**src/rtl/pds_pkg.sv**
```systemverilog
package pds_pkg;
    typedef enum logic [2:0] {
        ST_RUN       = 3'd0,
        ST_PARK_FAST = 3'd1,
        ST_PARK_SLOW = 3'd2,
        ST_OSC_OFF   = 3'd3,
        ST_WAKE_WAIT = 3'd4
    } pds_state_e;
endpackage

```
**src/rtl/pds_sync.sv**
```systemverilog
module pds_sync #(
    parameter int   STAGES  = 2,
    parameter logic RST_VAL = 1'b0
) (
    input  logic clk,
    input  logic rst_n,
    input  logic din,
    output logic dout
);
    logic [STAGES-1:0] chain_q;

    always_ff @(posedge clk or negedge rst_n) begin
        if (!rst_n) chain_q <= {STAGES{RST_VAL}};
        else        chain_q <= {chain_q[STAGES-2:0], din};
    end

    assign dout = chain_q[STAGES-1];
endmodule

```
**src/rtl/pds_ref_tick.sv**
```systemverilog
module pds_ref_tick #(
    parameter int STAGES = 2
) (
    input  logic clk,
    input  logic rst_n,
    input  logic ref_clk,
    output logic tick
);
    logic ref_s;
    logic ref_prev_q;

    pds_sync #(.STAGES(STAGES), .RST_VAL(1'b0)) u_ref_sync (
        .clk  (clk),
        .rst_n(rst_n),
        .din  (ref_clk),
        .dout (ref_s)
    );

    always_ff @(posedge clk or negedge rst_n) begin
        if (!rst_n) ref_prev_q <= 1'b0;
        else        ref_prev_q <= ref_s;
    end

    assign tick = ref_s & ~ref_prev_q;

    // a tick lasts one cycle
    p_tick_single_r6: assert property (@(posedge clk) disable iff (!rst_n)
        tick |=> !tick);
endmodule

```
**src/rtl/pds_wake_timer.sv**
```systemverilog
module pds_wake_timer #(
    parameter int WAKE_TICKS = 40000
) (
    input  logic clk,
    input  logic rst_n,
    input  logic run,
    input  logic tick,
    output logic done
);
    localparam int CNT_W = $clog2(WAKE_TICKS + 1);
    localparam logic [CNT_W-1:0] LAST = CNT_W'(WAKE_TICKS - 1);

    logic [CNT_W-1:0] cnt_q;

    always_ff @(posedge clk or negedge rst_n) begin
        if (!rst_n)               cnt_q <= '0;
        else if (!run)            cnt_q <= '0;
        else if (tick && !done)   cnt_q <= cnt_q + 1'b1;
    end

    assign done = run && tick && (cnt_q == LAST);

    p_count_in_range_r6: assert property (@(posedge clk) disable iff (!rst_n)
        cnt_q < CNT_W'(WAKE_TICKS));
    p_idle_clears_r7: assert property (@(posedge clk) disable iff (!rst_n)
        !run |=> (cnt_q == '0));
endmodule

```
**src/rtl/pds_ctrl.sv**
```systemverilog
module pds_ctrl
    import pds_pkg::*;
#(
    parameter int FAST_GROUPS = 2,
    parameter int SLOW_GROUPS = 2,
    parameter int STOP_W      = 1,
    parameter int SYNC_STAGES = 2,
    parameter int WAKE_TICKS  = 40000
) (
    input  logic                   clk,
    input  logic                   rst_n,
    input  logic                   ref_clk,
    input  logic                   pd_n,
    input  logic [STOP_W-1:0]      stop_req,
    input  logic [FAST_GROUPS-1:0] fast_low_ack,
    input  logic [SLOW_GROUPS-1:0] slow_low_ack,
    output logic [FAST_GROUPS-1:0] hold_fast,
    output logic [SLOW_GROUPS-1:0] hold_slow,
    output logic                   vco_en,
    output logic                   xtal_en
);
    pds_state_e state_q, state_d;
    logic pd_n_s;
    logic pd_req;
    logic ref_tick;
    logic wake_done;
    logic fast_parked;
    logic slow_parked;
    logic [FAST_GROUPS-1:0] hold_fast_q;

    pds_sync #(.STAGES(SYNC_STAGES), .RST_VAL(1'b1)) u_pd_sync (
        .clk  (clk),
        .rst_n(rst_n),
        .din  (pd_n),
        .dout (pd_n_s)
    );
    assign pd_req = ~pd_n_s;

    pds_ref_tick #(.STAGES(SYNC_STAGES)) u_ref_tick (
        .clk    (clk),
        .rst_n  (rst_n),
        .ref_clk(ref_clk),
        .tick   (ref_tick)
    );

    pds_wake_timer #(.WAKE_TICKS(WAKE_TICKS)) u_wake (
        .clk  (clk),
        .rst_n(rst_n),
        .run  (state_q == ST_WAKE_WAIT),
        .tick (ref_tick),
        .done (wake_done)
    );

    assign fast_parked = &fast_low_ack;
    assign slow_parked = &slow_low_ack;

    always_comb begin
        state_d = state_q;
        unique case (state_q)
            ST_RUN:       if (pd_req)      state_d = ST_PARK_FAST;
            ST_PARK_FAST: if (fast_parked) state_d = ST_PARK_SLOW;
            ST_PARK_SLOW: if (slow_parked) state_d = ST_OSC_OFF;
            ST_OSC_OFF:   if (!pd_req)     state_d = ST_WAKE_WAIT;
            ST_WAKE_WAIT: begin
                if (pd_req)         state_d = ST_OSC_OFF;
                else if (wake_done) state_d = ST_RUN;
            end
            default:                       state_d = ST_RUN;
        endcase
    end

    always_ff @(posedge clk or negedge rst_n) begin
        if (!rst_n) state_q <= ST_RUN;
        else        state_q <= state_d;
    end

    // fast groups park on the falling edge that follows a state change
    always_ff @(negedge clk or negedge rst_n) begin
        if (!rst_n) hold_fast_q <= '0;
        else        hold_fast_q <= {FAST_GROUPS{state_q != ST_RUN}};
    end

    always_comb begin
        hold_fast = hold_fast_q;
        hold_slow = '0;
        vco_en    = 1'b1;
        unique case (state_q)
            ST_RUN, ST_PARK_FAST: begin
                hold_slow = '0;
                vco_en    = 1'b1;
            end
            ST_PARK_SLOW, ST_WAKE_WAIT: begin
                hold_slow = '1;
                vco_en    = 1'b1;
            end
            ST_OSC_OFF: begin
                hold_slow = '1;
                vco_en    = 1'b0;
            end
            default: begin
                hold_slow = '0;
                vco_en    = 1'b1;
            end
        endcase
    end
    assign xtal_en = vco_en;

    p_slow_after_fast_r3: assert property (@(posedge clk) disable iff (!rst_n)
        (|hold_slow) |-> (&hold_fast));
    p_osc_off_parked_r4: assert property (@(posedge clk) disable iff (!rst_n)
        !vco_en |-> ((&hold_fast) && (&hold_slow)));
    p_fast_released_after_slow_r6: assert property (@(posedge clk) disable iff (!rst_n)
        $fell(hold_slow[0]) |=> (hold_fast == '0));
    p_rewait_to_off_r7: assert property (@(posedge clk) disable iff (!rst_n)
        (state_q == ST_WAKE_WAIT && pd_req) |=> (state_q == ST_OSC_OFF));
    p_park_not_aborted_r8: assert property (@(posedge clk) disable iff (!rst_n)
        (state_q == ST_PARK_SLOW && slow_parked) |=> !vco_en);
    p_stop_ignored_r9: assert property (@(posedge clk) disable iff (!rst_n)
        (state_q == ST_OSC_OFF && pd_req && $changed(stop_req)) |=> !xtal_en);
endmodule

```
**config.mk**
```make
export PLATFORM = sky130hd
export DESIGN_NAME = pds_ctrl
export DESIGN_NICKNAME = d
export VERILOG_FILES = /design/src/rtl/pds_pkg.sv /design/src/rtl/pds_sync.sv /design/src/rtl/pds_ref_tick.sv /design/src/rtl/pds_wake_timer.sv /design/src/rtl/pds_ctrl.sv
export SDC_FILE = /design/constraint.sdc
export NUM_CORES = 1
export LEC_CHECK = 0
export CAP_MARGIN = 20
export CORE_MARGIN = 5
export CORE_UTILIZATION = 30
export CTS_CLUSTER_SIZE = 30
export DETAILED_ROUTE_END_ITERATION = 7
export PLACE_DENSITY_LB_ADDON = 0.2
export SYNTH_ARGS = -nofsm -noshare
export SYNTH_HDL_FRONTEND = slang
export SYNTH_HIERARCHICAL = 1
export SYNTH_SLANG_ARGS = --single-unit
```
**constraint.sdc**
```tcl
create_clock -name clk -period 5.2 [get_ports clk]
set_input_delay 1.04 -clock clk [delete_from_list [all_inputs] [get_ports clk]]
set_output_delay 1.04 -clock clk [all_outputs]
set_load 0.03 [all_outputs]
```
==> impl_metrics.yaml, run 1 <==
outcome:
  outcome: "complete, no violations"
die:
  design.portCount: 15
  start_util_pct: 30.8
  fp.coreArea_um2: 4350
  dieArea_um2: 5910
  rows: 24
  dieHeight_um: 76.9
  die_width_um: 76.9
global_routing:
  met2_usage_pct: 15.4
  antenna_found_initial: 0
  use_met3_pct: 3.51
  grt_max_degree: 25
  grt_pass1_wl_um: 4760
  overflow: 0
  grt_use_met1_pct: 11.5
  gr-max-usage-layer: "met2"
  grt_usage_pct: 9.59
  grt_pass1_vias: 1041
power:
  leakagePower_nw: 0.572
  power_density_nw_per_um2: 332
  ir_worst_vdd_mv: 0.185
layout:
  seqCellArea_um2: 628
  nFillCells: 426
  fin_nets: 157
  multiInputGateArea_um2: 642
  layout-drive-gt1-share_pct: 11.6
  area_growth_pct: 15.1
  antenna_cells: 0
sta:
  whs_ps: 360
  rsz0062_at_grt: "no"
  fin_skew_ps: 10.3
  final.setup.tns_ps: 0
  worstMarginPinSlew_ps: 471
  layout_setup_ws_ps: 213
  slew_violations: 0
  hold_viol: 0
  setup_viol: 0
  maxSlewHeadroom_pct: 68.3
critical_path:
  cp_max_fo: 2
  crit_required_ps: 4160
  end_kind: "primary output"
  critical_path.top_delay_family: "buffers and inverters"
  slowest_delay_ps: 660
  critPathBufInv: 1
  crit_arrival_ps: 3950
  path_class: "register to primary output"
  critPathLaunchType: "register"
  crit_chain: "clkdlybuf4s50_1"
  slowest_stage: "clkdlybuf4s50_1"
synth:
  yosysUniqueCellTypes: 43
  synth.cell_area_um2: 1340
  synth_seq_cells: 25
  synthesis.nets: 147
  yosysWarnings: 6
  synth.largest_area_cell: "dfrtp_1"
  syn_area_per_cell_um2: 9.79
  synth_cells: 137
  synthTopCellsByArea: "dfrtp_1, nand2_1, dfstp_2"
  synth_top_area_share_pct: 41.0
  ys_seq_area_share_pct: 46.8
route:
  drtAntennaViolNets: 0
  dr_total_vias: 1032
  first_pass_iters: 4
  drc_errors: 0
  wl_um: 2690
  vias_per_cell: 5.21
  wl_per_cell_um: 13.6
  drtIter0Drc: 36
clock_tree:
  cts_hold_buf: 0
  clk_latency_ps: 280
  post_cts_buffers: 0
  cts-htree-levels: 1
  root_buffer: "clkbuf_8"
  clk_pin_slew_worst_paths_ps: 90
  cts_resized: 0
  clock-sinks: 25
  clockBufferDepth: 2
  cts_tree: "done"
  numCtsBuffers: 3
place:
  routabilityCongestion: 0.809
  pre_cts_ws_ps: 507
  dp_hpwl_um: 1980
  io_buffers: 13
run:
  drv_cap: 0
worst_hold_path:
  hold_path.class: "register to register"
[layout make-up]
| cell class | instances | share of cell area [%] |
|---|---|---|
| Tap cell | 52 | 4.21 |
| Clock inverter | 1 | 0.486 |
| Sequential cell | 25 | 40.7 |
| Inverter | 6 | 1.46 |
| Multi-Input combinational cell | 97 | 41.6 |
| Timing Repair Buffer | 14 | 8.91 |
| Clock buffer | 3 | 2.67 |
[worst paths after layout]
check,startpoint,end,slack (ps),cells past startpoint
worst min-delay path,u_pd_sync/chain_q[0]$_DFF_PN1_,u_pd_sync/chain_q[1]$_DFF_PN1_,360,0
worst max-delay path,hold_fast[0]$_DFF_NN0_,hold_fast[0],210,1
worst min register to register,u_pd_sync/chain_q[0]$_DFF_PN1_,u_pd_sync/chain_q[1]$_DFF_PN1_,360,0
max in group asynchronous,rst_n,hold_fast[0]$_DFF_NN0_,1590,1
worst max register to register,state_q[2]$_DFFE_PN0P_,hold_fast[0]$_DFF_NN0_,1640,1
min in group asynchronous,rst_n,u_wake/cnt_q[8]$_DFFE_PN0P_,1250,2
[flip-flops by register name, indices dropped and copies added (netlist names)]
register / flops
u_wake/cnt_q: 16
u_pd_sync/chain_q: 2
hold_fast: 1
u_ref_tick/u_ref_sync/chain_q: 2
state_q: 3
u_ref_tick/ref_prev_q: 1
[logic make-up after synthesis]
kind of cell               count (synthesis)  share of synthesized area (%)
buffers and inverters                     15                           5.32
muxes                                      4                           2.99
adders and majority gates                  1                          0.933
xor gates and xnor gates                   5                           3.26
DFF                                       25                           46.8
AOI/OAI and AO/OA                         20                           10.1
and+or+nand+nor                           67                           30.6
[power by group]
group / internal, W / switching (W)
logic: 0.0000722 / 0.0000975
registers: 0.000211 / 0.0000165
clock network: 0.0000543 / 0.0000616
total: 0.000338 / 0.000176
[synth_stat cells]
cell	count
nand4_4	1
nor4_1	4
o311ai_0	1
or3b_2	1
dfrtp_1	22
o21a_1	1
o2bb2ai_1	1
o21ai_0	2
nor4_2	1
o22ai_1	1
nor2_1	10
nand2b_1	4
or3_1	2
dfrtn_1	1
a32oi_1	1
nor4bb_1	3
o31ai_1	3
nor3_1	4
clkinv_1	1
mux2i_1	4
ha_1	1
o21ai_2	1
o21bai_1	1
or3_4	1
nand4_1	4
buf_4	4
or4_1	3
and4_2	1
nand2_1	17
and3b_2	1
xnor2_1	5
nor2b_1	3
or3_2	1
or3b_4	1
clkbuf_1	5
nand3_1	3
nor2b_4	1
inv_1	5
and4_1	1
a21oi_1	5
a31oi_1	2
o41ai_1	1
dfstp_2	2
[cell usage in the layout (no fill, tap or decap), drive strengths merged, types with 2 or more instances in the layout]
master	netlist	layout
dfrtp	22	22
nand2	17	17
clkdlybuf4s50	0	13
nor2	10	10
inv	5	5
xnor2	5	5
a21oi	5	5
nand4	5	5
nor4	5	5
nand2b	4	4
nor3	4	4
mux2i	4	4
nor2b	4	4
or3	4	4
clkbuf	5	3
nand3	3	3
nor4bb	3	3
o31ai	3	3
or4	3	3
o21ai	3	3
a31oi	2	2
dfstp	2	2
or3b	2	2
and4	2	2
[metal layers]
metal | share of wire, % | wire, um
met1 | 48 | 1300
met2 | 46 | 1240
met3 | 4.8 | 128
met4 | 1.0 | 27
met5 | 0 | 0
[per-stage QoR]
stage | utilization, % | area (um^2) | power (W) | std cells
6_report | 35.5 | 1540 | 0.000513 | 198
5_1_grt | 35.5 | 1540 | 0.000545 | 198
4_1_cts | 35.5 | 1540 | 0.000524 | 198
3_5_place_dp | 34.3 | 1500 | 0.000404 | 194
3_3_place_gp | 34.3 | 1500 | 0.000400 | 194
2_1_floorplan | - | 1340 | 0.000349 | 137
No activity file was read; power rests on OpenSTA's default activity.
==> inputs of run 2 (changes only) <==
--- a/config.mk
+++ b/config.mk
@@ -10,6 +10,8 @@
 export CORE_UTILIZATION = 30
 export CTS_CLUSTER_SIZE = 30
 export DETAILED_ROUTE_END_ITERATION = 7
+export GPL_TIMING_DRIVEN = 1
+export HOLD_SLACK_MARGIN = 0.03
 export PLACE_DENSITY_LB_ADDON = 0.2
 export SYNTH_ARGS = -nofsm -noshare
 export SYNTH_HDL_FRONTEND = slang
==> results of run 2 <==
The final DEF is identical to that of run 1; final timing and power are the same.
==> inputs of run 3 (changes only) <==
--- a/config.mk
+++ b/config.mk
@@ -6,8 +6,8 @@
 export NUM_CORES = 1
 export LEC_CHECK = 0
 export CAP_MARGIN = 20
-export CORE_MARGIN = 5
-export CORE_UTILIZATION = 30
+export CORE_ASPECT_RATIO = 1.1
+export CORE_UTILIZATION = 35
 export CTS_CLUSTER_SIZE = 30
 export DETAILED_ROUTE_END_ITERATION = 7
 export GPL_TIMING_DRIVEN = 1
==> impl_metrics.yaml, run 3 (synthesis results as in run 1) <==
route:
  first_pass_iters: 4
  wl_per_cell_um: 13.5
  drtAntennaViolNets: 0
  drc_errors: 0
  vias_per_cell: 5.34
  drtIter0Drc: 30
  wl_um: 2650
  dr_total_vias: 1047
critical_path:
  critPathLaunchType: "register"
  end_kind: "primary output"
  crit_chain: "clkdlybuf4s50_1"
  crit_required_ps: 4160
  slowest_stage: "clkdlybuf4s50_1"
  slowest_delay_ps: 660
  r2r-end: "hold_fast[0]$_DFF_NN0_"
  worstRegToRegCells: 1
  timing.rr.start: "state_q[2]$_DFFE_PN0P_"
  critPathBufInv: 1
  reg2reg_slack_ps: 1630
  crit_start: "hold_fast[0]$_DFF_NN0_"
  critical_path.top_delay_family: "buffers and inverters"
  path_class: "register to primary output"
  crit_arrival_ps: 3940
  cp_max_fo: 2
worst_hold_path:
  whs_endpoint: "u_ref_tick/u_ref_sync/chain_q[1]$_DFF_PN0_"
  hold_path.class: "register to register"
  min-delay-start: "u_ref_tick/u_ref_sync/chain_q[0]$_DFF_PN0_"
  min_path_cells: 0
clock_tree:
  numCtsBuffers: 3
  clk_latency_ps: 270
  clk_pin_slew_worst_paths_ps: 80
  cts_hold_buf: 0
  clock-sinks: 25
  cts_resized: 0
  cts_tree: "done"
  cts-htree-levels: 1
  clockBufferDepth: 2
  root_buffer: "clkbuf_8"
  post_cts_buffers: 0
sta:
  fin_skew_ps: 11.6
  rsz0062_at_grt: "no"
  final.setup.tns_ps: 0
  setup_viol: 0
  whs_ps: 359
  hold_viol: 0
  worstMarginPinSlew_ps: 474
  maxSlewHeadroom_pct: 68.2
  slew_violations: 0
global_routing:
  grt_max_degree: 25
  antenna_found_initial: 0
  grt_pass1_vias: 978
  grt_pass1_wl_um: 4510
  overflow: 0
  grt_usage_pct: 15.0
power:
  ir_worst_vdd_mv: 0.168
  p_int_w: 0.000337
  switchingPower_w: 0.000173
  power_density_nw_per_um2: 331
  pwr-share-comb_pct: 32.9
  p_clk_share_pct: 22.1
  seqPwrFrac_pct: 45.0
  p_sw_share_pct: 33.9
  leakagePower_nw: 0.576
die:
  dieHeight_um: 66.9
  dieArea_um2: 4080
  die_width_um: 61.0
  fp.coreArea_um2: 3650
  rows: 23
  design.portCount: 15
  start_util_pct: 36.7
place:
  routabilityCongestion: 0.883
  io_buffers: 13
  dp_hpwl_um: 1910
layout:
  layout-drive-gt1-share_pct: 11.6
  largest_register: "u_wake/cnt_q"
  antenna_cells: 0
  fin_nets: 157
  mostFrequentLayoutCell: "dfrtp_1"
  top_regs: "u_wake/cnt_q (16), state_q (3)"
  layout_common_cells: "dfrtp_1, nand2_1, clkdlybuf4s50_1"
  largest_reg_flops: 16
  area_growth_pct: 14.7
outcome:
  outcome: "complete, no violations"
run:
  drv_cap: 0
-- run 3: changes by cell type in the layout (fill, tap and decap cells not counted), sizes merged --
cell and delta:
clkinv +1, clkinvlp -1
-- run 3: how the worst max path moves through the flow --
stage                               to  cells after the start
final                     hold_fast[0]                      1
after global routing      hold_fast[1]                      1
after CTS                 hold_fast[0]                      1
after detailed placement  hold_fast[0]                      1
after global placement    hold_fast[0]                      1
after floorplan           hold_fast[1]                      1
-- run 3: per-layer routing --
| metal | wire length (um) | share of wire, % | vias up | global-route usage, % |
|---|---|---|---|---|
| li1 | - | - | 505 | - |
| met1 | 1180 | 45 | 514 | 20.3 |
| met2 | 1320 | 50 | 26 | 23.8 |
| met3 | 130 | 4.9 | 2 | 2.33 |
| met4 | 19 | 0.72 | 0 | 5.11 |
| met5 | 0 | 0 | - | 0 |
-- run 3: power groups by stage --
| stage | Combinational, W | Clock [W] | Sequential, W |
|---|---|---|---|
| global placement | 0.000168 | 0 | 0.000230 |
| detailed placement | 0.000170 | 0 | 0.000232 |
| floorplan | 0.000113 | 0 | 0.000236 |
| CTS | 0.000170 | 0.000118 | 0.000228 |
| finish | 0.000168 | 0.000113 | 0.000229 |
| global route | 0.000181 | 0.000124 | 0.000232 |
-- run 3: stage by stage --
stage	utilization (%)	power, W	instances	setup WS (ps)	area, um^2
after floorplan	-	0.000349	137	791	1340
after global placement	40.8	0.000398	192	513	1490
after detailed placement	40.8	0.000402	192	512	1490
after CTS	42.1	0.000516	196	208	1540
after global routing	42.1	0.000537	196	161	1540
final	42.1	0.000510	196	220	1540
-- run 3: cell type report --
cell class | instances | area [um^2]
timing repair buffer | 14 | 138
tap | 50 | 62.6
fill | 375 | 2120
multi-input combinational | 97 | 642
clock inverter | 1 | 5.00
inverter | 6 | 22.5
sequential | 25 | 628
clock buffer | 3 | 41.3
